**config.mk**
```make
export PLATFORM = sky130hd
export DESIGN_NAME = mdrop_uart
export DESIGN_NICKNAME = d
export VERILOG_FILES = /design/src/rtl/mdrop_pkg.sv /design/src/rtl/mdrop_baud.sv /design/src/rtl/mdrop_tx.sv /design/src/rtl/mdrop_rx.sv /design/src/rtl/mdrop_fifo.sv /design/src/rtl/mdrop_uart.sv
export SDC_FILE = /design/constraint.sdc
export NUM_CORES = 1
export LEC_CHECK = 0
export BUFFER_PORTS_ARGS = -buffer_cell sky130_fd_sc_hd__buf_2
export CAP_MARGIN = 20
export CORE_MARGIN = 10
export CORE_UTILIZATION = 40
export CTS_CLUSTER_DIAMETER = 50
export CTS_CLUSTER_SIZE = 16
export DETAILED_ROUTE_END_ITERATION = 12
export GPL_TIMING_DRIVEN = 0
export HOLD_SLACK_MARGIN = 0.15
export PLACE_DENSITY = 0.64
export SYNTH_ARGS = -nofsm -noshare
export SYNTH_HDL_FRONTEND = slang
export SYNTH_SLANG_ARGS = --single-unit
```
**constraint.sdc**
```tcl
create_clock -name clk -period 5.1 [get_ports clk]
set_input_delay 0.51 -clock clk [delete_from_list [all_inputs] [get_ports clk]]
set_output_delay 0.51 -clock clk [all_outputs]
set_load 0.02 [all_outputs]
```
**src/rtl/mdrop_pkg.sv**
```systemverilog
package mdrop_pkg;
    localparam int OSR        = 16;
    localparam int CHAR_BITS  = 9;
    localparam int FRAME_BITS = CHAR_BITS + 2;

    typedef struct packed {
        logic       tag;
        logic [7:0] byte_v;
    } char9_t;

    typedef enum logic [1:0] {
        RX_IDLE, RX_START, RX_BITS, RX_STOP
    } rx_state_e;

    // Bit 0 leaves first: start, byte LSB first, tag, stop.
    function automatic logic [FRAME_BITS-1:0] frame_of(char9_t c);
        return {1'b1, c, 1'b0};
    endfunction
endpackage

```
**src/rtl/mdrop_baud.sv**
```systemverilog
module mdrop_baud #(
    parameter int DIV_W = 16
) (
    input  logic             clk,
    input  logic             rst,
    input  logic [DIV_W-1:0] divisor,
    output logic             tick
);
    logic [DIV_W-1:0] cnt;
    logic [DIV_W-1:0] lim;

    assign lim  = (divisor == '0) ? '0 : divisor - 1'b1;
    assign tick = (cnt >= lim);

    always_ff @(posedge clk) begin
        if (rst)       cnt <= '0;
        else if (tick) cnt <= '0;
        else           cnt <= cnt + 1'b1;
    end
endmodule

```
**src/rtl/mdrop_tx.sv**
```systemverilog
module mdrop_tx
    import mdrop_pkg::*;
(
    input  logic       clk,
    input  logic       rst,
    input  logic       tick,
    input  logic       tx_mode,
    input  logic       tx_addr_we,
    input  logic [7:0] tx_addr,
    input  logic       tx_valid,
    input  logic [7:0] tx_data,
    input  logic       tx_ninth,
    output logic       tx_ready,
    output logic       txd
);
    logic [FRAME_BITS-1:0] shreg;
    logic                  busy;
    logic [3:0]            bitn;
    logic [3:0]            tickn;
    logic [7:0]            addr_reg;
    logic                  addr_pend;
    char9_t                hold;
    logic                  hold_v;

    logic   load_en;
    char9_t load_c;
    logic   stash;

    assign tx_ready = !busy && !hold_v;
    assign txd      = shreg[0];

    always_comb begin
        load_en = 1'b0;
        stash   = 1'b0;
        load_c  = '0;
        if (!busy && hold_v) begin
            load_en = 1'b1;
            load_c  = hold;
        end else if (!busy && tx_valid) begin
            load_en = 1'b1;
            if (!tx_mode && addr_pend) begin
                load_c = '{tag: 1'b1, byte_v: addr_reg};
                stash  = 1'b1;
            end else begin
                load_c = '{tag: tx_mode & tx_ninth, byte_v: tx_data};
            end
        end
    end

    always_ff @(posedge clk) begin
        if (rst) begin
            shreg     <= '1;
            busy      <= 1'b0;
            bitn      <= '0;
            tickn     <= '0;
            addr_reg  <= '0;
            addr_pend <= 1'b0;
            hold      <= '0;
            hold_v    <= 1'b0;
        end else begin
            if (load_en) begin
                shreg  <= frame_of(load_c);
                busy   <= 1'b1;
                bitn   <= '0;
                tickn  <= '0;
                hold_v <= stash;
                if (stash) begin
                    hold      <= '{tag: 1'b0, byte_v: tx_data};
                    addr_pend <= 1'b0;
                end
            end else if (busy && tick) begin
                if (tickn == 4'(OSR - 1)) begin
                    tickn <= '0;
                    shreg <= {1'b1, shreg[FRAME_BITS-1:1]};
                    if (bitn == 4'(FRAME_BITS - 1)) busy <= 1'b0;
                    else                            bitn <= bitn + 1'b1;
                end else begin
                    tickn <= tickn + 1'b1;
                end
            end
            if (tx_addr_we) begin
                addr_reg  <= tx_addr;
                addr_pend <= 1'b1;
            end
        end
    end
endmodule

```
**src/rtl/mdrop_rx.sv**
```systemverilog
module mdrop_rx
    import mdrop_pkg::*;
(
    input  logic       clk,
    input  logic       rst,
    input  logic       tick,
    input  logic       rxd,
    input  logic [7:0] rx_addr,
    input  logic       status_clr,
    output logic       push,
    output logic [7:0] push_data,
    output logic       addr_seen,
    output logic       frame_err
);
    logic      s1, s2;
    rx_state_e state;
    logic [3:0] tickn;
    logic [3:0] bitn;
    char9_t     shift;
    logic       admit;

    always_ff @(posedge clk) begin
        if (rst) begin
            s1        <= 1'b1;
            s2        <= 1'b1;
            state     <= RX_IDLE;
            tickn     <= '0;
            bitn      <= '0;
            shift     <= '0;
            admit     <= 1'b0;
            push      <= 1'b0;
            push_data <= '0;
            addr_seen <= 1'b0;
            frame_err <= 1'b0;
        end else begin
            s1   <= rxd;
            s2   <= s1;
            push <= 1'b0;
            if (status_clr) begin
                addr_seen <= 1'b0;
                frame_err <= 1'b0;
            end
            if (tick) begin
                unique case (state)
                    RX_IDLE: if (!s2) begin
                        state <= RX_START;
                        tickn <= '0;
                    end
                    RX_START: begin
                        if (tickn == 4'(OSR/2 - 1)) begin
                            tickn <= '0;
                            bitn  <= '0;
                            state <= s2 ? RX_IDLE : RX_BITS;
                        end else begin
                            tickn <= tickn + 1'b1;
                        end
                    end
                    RX_BITS: begin
                        if (tickn == 4'(OSR - 1)) begin
                            tickn <= '0;
                            shift <= {s2, shift[CHAR_BITS-1:1]};
                            if (bitn == 4'(CHAR_BITS - 1)) state <= RX_STOP;
                            else                           bitn  <= bitn + 1'b1;
                        end else begin
                            tickn <= tickn + 1'b1;
                        end
                    end
                    RX_STOP: begin
                        if (tickn == 4'(OSR - 1)) begin
                            tickn <= '0;
                            state <= RX_IDLE;
                            if (!s2) begin
                                frame_err <= 1'b1;
                            end else if (shift.tag) begin
                                admit <= (shift.byte_v == rx_addr);
                                if (shift.byte_v == rx_addr) addr_seen <= 1'b1;
                            end else if (admit) begin
                                push      <= 1'b1;
                                push_data <= shift.byte_v;
                            end
                        end else begin
                            tickn <= tickn + 1'b1;
                        end
                    end
                    default: state <= RX_IDLE;
                endcase
            end
        end
    end
endmodule

```
**src/rtl/mdrop_fifo.sv**
```systemverilog
module mdrop_fifo #(
    parameter int DEPTH = 8,
    parameter int W     = 8,
    localparam int PW   = (DEPTH > 1) ? $clog2(DEPTH) : 1,
    localparam int LW   = $clog2(DEPTH + 1)
) (
    input  logic          clk,
    input  logic          rst,
    input  logic          push,
    input  logic [W-1:0]  wdata,
    input  logic          pop,
    output logic          valid,
    output logic [W-1:0]  rdata,
    output logic [LW-1:0] level
);
    logic [W-1:0]  mem [DEPTH];
    logic [PW-1:0] wp, rp;
    logic          do_w, do_r;

    assign valid = (level != '0);
    assign rdata = mem[rp];
    assign do_w  = push && (level != LW'(DEPTH));
    assign do_r  = pop && valid;

    always_ff @(posedge clk) begin
        if (do_w) mem[wp] <= wdata;
    end

    always_ff @(posedge clk) begin
        if (rst) begin
            wp    <= '0;
            rp    <= '0;
            level <= '0;
        end else begin
            if (do_w) wp <= (wp == PW'(DEPTH - 1)) ? '0 : wp + 1'b1;
            if (do_r) rp <= (rp == PW'(DEPTH - 1)) ? '0 : rp + 1'b1;
            if (do_w && !do_r)      level <= level + 1'b1;
            else if (do_r && !do_w) level <= level - 1'b1;
        end
    end
endmodule

```
**src/rtl/mdrop_uart.sv**
```systemverilog
module mdrop_uart #(
    parameter int DIV_W      = 16,
    parameter int FIFO_DEPTH = 8,
    localparam int LVL_W     = $clog2(FIFO_DEPTH + 1)
) (
    input  logic             clk,
    input  logic             rst,
    input  logic [DIV_W-1:0] divisor,
    input  logic             tx_mode,
    input  logic             tx_addr_we,
    input  logic [7:0]       tx_addr,
    input  logic             tx_valid,
    input  logic [7:0]       tx_data,
    input  logic             tx_ninth,
    output logic             tx_ready,
    output logic             txd,
    input  logic             rxd,
    input  logic [7:0]       rx_addr,
    input  logic             rx_pop,
    output logic             rx_valid,
    output logic [7:0]       rx_data,
    output logic [LVL_W-1:0] rx_level,
    output logic             addr_seen,
    output logic             frame_err,
    input  logic             status_clr
);
    logic       tick;
    logic       push;
    logic [7:0] push_data;

    mdrop_baud #(.DIV_W(DIV_W)) baud_i (
        .clk(clk), .rst(rst), .divisor(divisor), .tick(tick)
    );

    mdrop_tx tx_i (
        .clk(clk), .rst(rst), .tick(tick), .tx_mode(tx_mode),
        .tx_addr_we(tx_addr_we), .tx_addr(tx_addr), .tx_valid(tx_valid),
        .tx_data(tx_data), .tx_ninth(tx_ninth), .tx_ready(tx_ready), .txd(txd)
    );

    mdrop_rx rx_i (
        .clk(clk), .rst(rst), .tick(tick), .rxd(rxd), .rx_addr(rx_addr),
        .status_clr(status_clr), .push(push), .push_data(push_data),
        .addr_seen(addr_seen), .frame_err(frame_err)
    );

    mdrop_fifo #(.DEPTH(FIFO_DEPTH), .W(8)) fifo_i (
        .clk(clk), .rst(rst), .push(push), .wdata(push_data), .pop(rx_pop),
        .valid(rx_valid), .rdata(rx_data), .level(rx_level)
    );
endmodule

```
== After elaboration in Yosys (flattened, before gate mapping) ==
Memory sizes are Yosys's and may differ from the RTL's. A register that Yosys moved wholly into a read port is not among the register bits.
Index checks and enable logic that the tools add are counted.
W data, S select, Z words.

* Add/subtract/negate cells: 10
* $lt $le $gt $ge: 1
* Equality and inequality tests: 18
* Mux-type cells: 56
* Bitwise operators: 7
* Reductions and logical operators: 39

{| class="wikitable"
|+ Operator list
! operator !! number
|-
| $mux W4 || 9
|-
| $mux W10 || 3
|-
| $mux W1 || 27
|-
| $mux W9 || 3
|-
| $add A4 B1 Y4 const B || 5
|-
| $add A16 B1 Y16 const B || 1
|-
| $eq A4 B4 Y1 const B || 4
|-
| $ge A16 B16 Y1 || 1
|-
| $logic_not A16 Y1 || 1
|-
| $mux W16 || 1
|-
| $sub A16 B1 Y16 const B || 1
|-
| $reduce_bool A2 Y1 || 7
|-
| $mux W2 || 6
|-
| $mux W3 || 4
|-
| $pmux W4 S3 || 1
|-
| $reduce_and A6 Y1 || 2
|-
| $reduce_and A5 Y1 || 2
|-
| $logic_and A1 B1 Y1 || 9
|-
| $reduce_and A3 Y1 || 3
|-
| $eq A8 B8 Y1 || 1
|-
| $ne A2 B1 Y1 const B || 4
|-
| $pmux W2 S4 || 1
|-
| $pmux W4 S2 || 1
|-
| $reduce_and A2 Y1 || 4
|-
| 15 further kinds || 30
|}

* Bits in registers: 96
* Memory bits (writable): 64
* Input port bits: 49
* Output and inout port bits: 17
* Logic and storage cells: 156
* Memories: 1

{| class="wikitable"
|+ Memories
! memory !! words !! width !! read ports !! clocked after Yosys merged registers in !! wr ports !! RTL line !! source
|-
| fifo_i.mem || 8 || 8 || 1 || 1 || 1 || mdrop_fifo.sv:16 || <nowiki>logic [W-1:0] mem [DEPTH];</nowiki>
|}

== Depth between registers and ports, before layout ==
* Depth in word-level cells: 8
* Gate-level depth with buffers: 16
* Gate-level depth less buffers: 13

== Hierarchy ==
Synthesis repeated with hierarchy kept, for this count alone.

* Cells, all modules: 704
* Area, all modules: 7753.7 um^2

{| class="wikitable"
|+ By module, submodules not included
! module !! instances !! cells an instance !! area an instance (um^2) !! sequential area each (um^2)
|-
| mdrop_fifo || 1 || 168 || 3139.3 || 2182.1
|-
| mdrop_tx || 1 || 182 || 1696.6 || 740.7
|-
| mdrop_rx || 1 || 179 || 1547.7 || 660.6
|-
| mdrop_baud || 1 || 175 || 1370.1 || 320.3
|}

== Worst setup path after synthesis ==
No wires, ideal clock.

* Kind: input to register
* Start point: input port divisor[4]
* End point: register tx_i.shreg[0]
* Library setup time: 0.120 ns
* Arrival: 3.764 ns
* Required time: 4.980 ns
* Path slack: 1.216 ns
* Cell stages on the path: 15
* Buffers on the path: 2
* Cell sequence: nor3_1 nand3_1 or2_2 nor4_1 xor2_1 nand2_1 ha_1 nand4_2 nor3_2 or4b_1 buf_6 a31oi_4 buf_2 nor2_1 a211o_1

* Cells in the longest elaborated chain, start to end: 6
* Elaborated cells on any way between the ends: 7
* Classes of those cells: 1 x add/sub; 1 x order compare; 1 x mux; 4 x reduce/logical

{| class="wikitable"
|+ RTL lines
! element !! RTL line !! source
|-
| from (decl) || mdrop_uart.sv:8 || <nowiki>input logic [DIV_W-1:0] divisor,</nowiki>
|-
| $sub A16 B1 Y16 / $logic_not A16 Y1 (equally long branches) || mdrop_baud.sv:12 || <nowiki>assign lim = (divisor == '0) ? '0 : divisor - 1'b1;</nowiki>
|-
| $mux W16 (*) || mdrop_baud.sv:12 ||
|-
| $ge A16 B16 Y1 (*) || mdrop_baud.sv:13 || <nowiki>assign tick = (cnt >= lim);</nowiki>
|-
| $logic_and A1 B1 Y1 (*) || mdrop_tx.sv:71 || <nowiki>end else if (busy && tick) begin</nowiki>
|-
| $reduce_bool A2 Y1 (no line) (*) || n/a ||
|-
| $reduce_and A2 Y1 (no line) (*) || n/a ||
|-
| to (signal assigned) || mdrop_tx.sv:62 || <nowiki>shreg <= frame_of(load_c);</nowiki>
|-
| to (signal assigned) || mdrop_tx.sv:74 || <nowiki>shreg <= {1'b1, shreg[FRAME_BITS-1:1]};</nowiki>
|-
| to (decl) || mdrop_tx.sv:16 || <nowiki>logic [FRAME_BITS-1:0] shreg;</nowiki>
|}

Mark *: on every way between the ends. The rest lies on a longest branch, timed or not.
A chain may end at the register's enable or synchronous reset.

== Final worst setup path ==
* Start point: input port divisor[9]
* End point: register tx_i.shreg[1]

The elaborated chain is that of the path after synthesis.

==> parameters.txt <==
Parameter                              Value

Yosys
  Ys async rst share ... 0%
  Unique masters post-synth ... just under 60
  YS warnings ... 0
  Count of state elements after synthesis ... roughly 160
  Proportion of synthesized chip area in sequential cells ... 51.5%
  Synth Net Count ... slightly below 800
  Syn Inst Count ... 700
  Number of synthesized flops with an enable pin ... 64
  Average instance area after synthesis ... 10.8 µm²
  Leading post-synthesis cells by cell area ... dfxtp_1, edfxtp_1, ha_1, mux2i_1, mux4_2
  Yosys top cell area share ... roughly a quarter
  Most common flop cell mapped by yosys ... dfxtp_1
  Summed instance area of the synthesized netlist ... 7580 µm²
  Cell taking the most area after synthesis ... dfxtp_1

Timing
  Maximum clock rate ... 0.233 GHz
  Hold violation total from the final report ... 0
  Final critical-path share of the clock period ... a little over four fifths
  Transition time at the pin with the least slew margin ... between 1000 and 1500 ps
  Final Slew Violations ... 0
  Final critical delay including setup and external delays ... around 4300 ps
  Endpoints failing setup ... 0
  Largest clock skew in the final design ... about 10 ps
  Tightest slew margin relative to the limit ... 31.6%
  Worst path setup slack after routing ... ~800 ps
  Total Negative Setup Slacks ... 0 ps
  Unrepaired setup endpoints after global routing ... false

Clock network
  Clock transition at the registers of the reported paths ... approximately 60 ps
  Number of clock buffers inserted by TritonCTS ... 17
  Clk Latency, worst-skew pair ... 420 ps
  CTS sink cnt ... ~160
  Root Buffer ... clkbuf_16
  # resized after CTS ... 0
  CTS tree ... yes
  H-Tree Level Count ... 4
  Clock Path Buffers ... 2
  Count of hold buffers inserted by post-cts repair ... 0
  Number of setup buffers added after CTS ... 0

Placed design
  Global placement routability congestion ... approximately 0.8
  Half-perimeter wire length of the detailed placement result ... approximately 12000 µm
  PortBufs ... between 60 and 70
  Post-DP Area ... between 8000 and 9000 µm²
  Place WS ... between 300 and 400 ps

Route
  Via count ... ~5300
  1st-iter DRT viols ... 260
  Detailed-route vias per instance ... ~5.1
  Drt wl/cell ... 15.3 µm
  Router iterations before antenna repair ... 5
  Post-route ant nets ... 0
  DRC errors left ... 0
  Routed wire length ... 15800 µm

Worst setup path
  Sort of element at the start of the critical path ... input port
  CP endpoint kind ... flop
  Worst Path Class, Setup ... input port to flop
  Largest stage delay on the critical path ... 780 ps
  Reg2reg end ... tx_i.shreg[1]
  Critical path data required time ... 5420 ps
  Critical path, cell by cell ... buf_2, or3_1, nor4b_1, nand4b_1, clkbuf_1, nand2_1, ha_1, a21oi_1, o21ai_0, a211oi_2, and3_4, clkbuf_1, nor3_1, o31ai_1
  Cell count of the worst reg-to-reg path ... 8
  CP dominant cell by count ... clkbuf_1
  Worst path slowest cell ... a211oi_2
  Largest fanout of any net on the critical path ... 10
  Reg-to-reg slack, setup ... about 2200 ps
  Data arrival time of the critical path ... 4610 ps
  R2R Path Start ... baud_i.cnt[7]

Floorplan
  Vertical die dimension ... 158 µm
  Ports placed on the boundary ... between 60 and 70
  Initial Utilization ... 40.5%
  Std-Cell Rows ... 50
  Area of the die ... about 25000 µm²
  Die Span X ... 158 µm
  Placeable core region ... between 15000 and 20000 µm²

Cells and area
  Number of antenna repair diodes ... 0
  Most common library cell in the layout ignoring fill and taps ... dfxtp_1
  Register name with the most flops ... fifo_i.mem
  Final core area utilization ... 47.4%
  Synthesis-to-layout area growth ... 16.8%
  Highest-count cells in the layout ignoring fill and taps ... dfxtp_1, nor2_1, buf_2
  Largest register FFs ... 64
  Registers with the most flip-flops ... fifo_i.mem: 64 flops, baud_i.cnt: 16 flops, tx_i.shreg: 10 flops
  Filler cell count ... between 1500 and 2000
  Count of nets after finishing ... around 870
  Final design area excluding fillers ... 8860 µm²
  Fraction of final layout cells sized beyond drive strength 1 ... ~17%

GRT
  Initial antenna violation count ... 0
  Total global routing track utilization ... between 10% and 20%
  Vias in the first global route ... roughly 5100
  Grt ovf ... 0
  Maximum number of pins on one net before global-route repair ... 17
  First-pass GRT wire length ... about 26000 µm

Worst hold path
  Hold path cells ... 2
  Worst hold endpoint ... rx_i.s1
  Start point of the worst hold path ... rxd
  Path class of the lowest-slack min-delay path ... input port to flop

Power and ir drop
  Total power per unit cell area ... 357 nW/µm²
  Worst vdd ir ... about 0.00023 V
  Cell leakage power ... ~3.5 nW

Run status
  Status ... complete, no violations

Run
  Count of maximum capacitance violations ... 0
==> synthesized netlist by cell type (8+ instances only) <==
cell type / n
o21ai_0: 12
ha_1: 32
dfxtp_1: 99
edfxtp_1: 64
and3_1: 9
clkbuf_1: 20
xor2_1: 17
mux4_2: 16
nand2b_1: 9
nor2_1: 91
nor3_1: 19
mux2_2: 8
inv_1: 16
nand3_1: 21
mux2i_1: 37
xnor2_1: 23
a21oi_1: 39
nand2_1: 63
==> metrics by stage <==
stage                     power [mW]  instances  hold slack, ps
after floorplan                 1.73        700             389
after global placement          1.84        998             403
after detailed placement        1.85        999             402
after CTS                       3.20       1031             260
after global routing            3.31       1034             261
final                           3.16       1034             275
==> power breakdown <==
group / leakage [nW] / internal [mW] / switching, mW / total (mW)
sequential: 1.55 / 1.38 / 0.0355 / 1.42
combinational: 1.63 / 0.166 / 0.227 / 0.393
clock: 0.305 / 0.861 / 0.489 / 1.35
total: 3.48 / 2.41 / 0.751 / 3.16
==> cell families after synthesis <==
family | Yosys count | share of synthesized area, %
simple gates | 253 | 15.7
fa+ha+maj | 33 | 5.54
flops | 163 | 51.5
xor+xnor | 40 | 4.62
compound gates | 103 | 9.34
buf+inv | 47 | 2.48
mux | 61 | 10.8
==> layout make-up <==
type	count	area [µm²]	share of cell area [%]
timing repair buffer	68	345	3.90
sequential	163	3900	44.1
clock inverter	8	150	1.69
tap	234	293	3.31
inverter	16	60.1	0.678
buffer	31	128	1.44
clock buffer	24	482	5.44
multi-input combinational	490	3500	39.5
==> routing by layer <==
metal	GRT usage, %	share of wire, %	vias to the layer above
li1	-	-	2725
met1	16.2	46	2539
met2	21.4	51	50
met3	3.42	2.6	6
met4	3.61	0.60	0
met5	0	0	-
==> worst max path at each step <==
stage | start | to | slack, ps
2_1_floorplan | divisor[4] | tx_i.shreg[0] | 1220
3_3_place_gp | divisor[9] | rx_i.bitn[2] | 360
3_5_place_dp | divisor[9] | rx_i.bitn[2] | 350
6_report | divisor[9] | tx_i.shreg[1] | 810
4_1_cts | divisor[9] | rx_i.bitn[2] | 770
5_1_grt | divisor[4] | rx_i.bitn[1] | 440
==> worst max-delay path: cells and delay by family <==
| kind | cells | cell delay, ps |
|---|---|---|
| AOI/OAI and AO/OA | 4 | 1270 |
| adders and majority gates | 1 | 250 |
| buffers and inverters | 3 | 790 |
| and+or+nand+nor | 6 | 1780 |
Note: power is estimated with default switching activity, not from simulation.
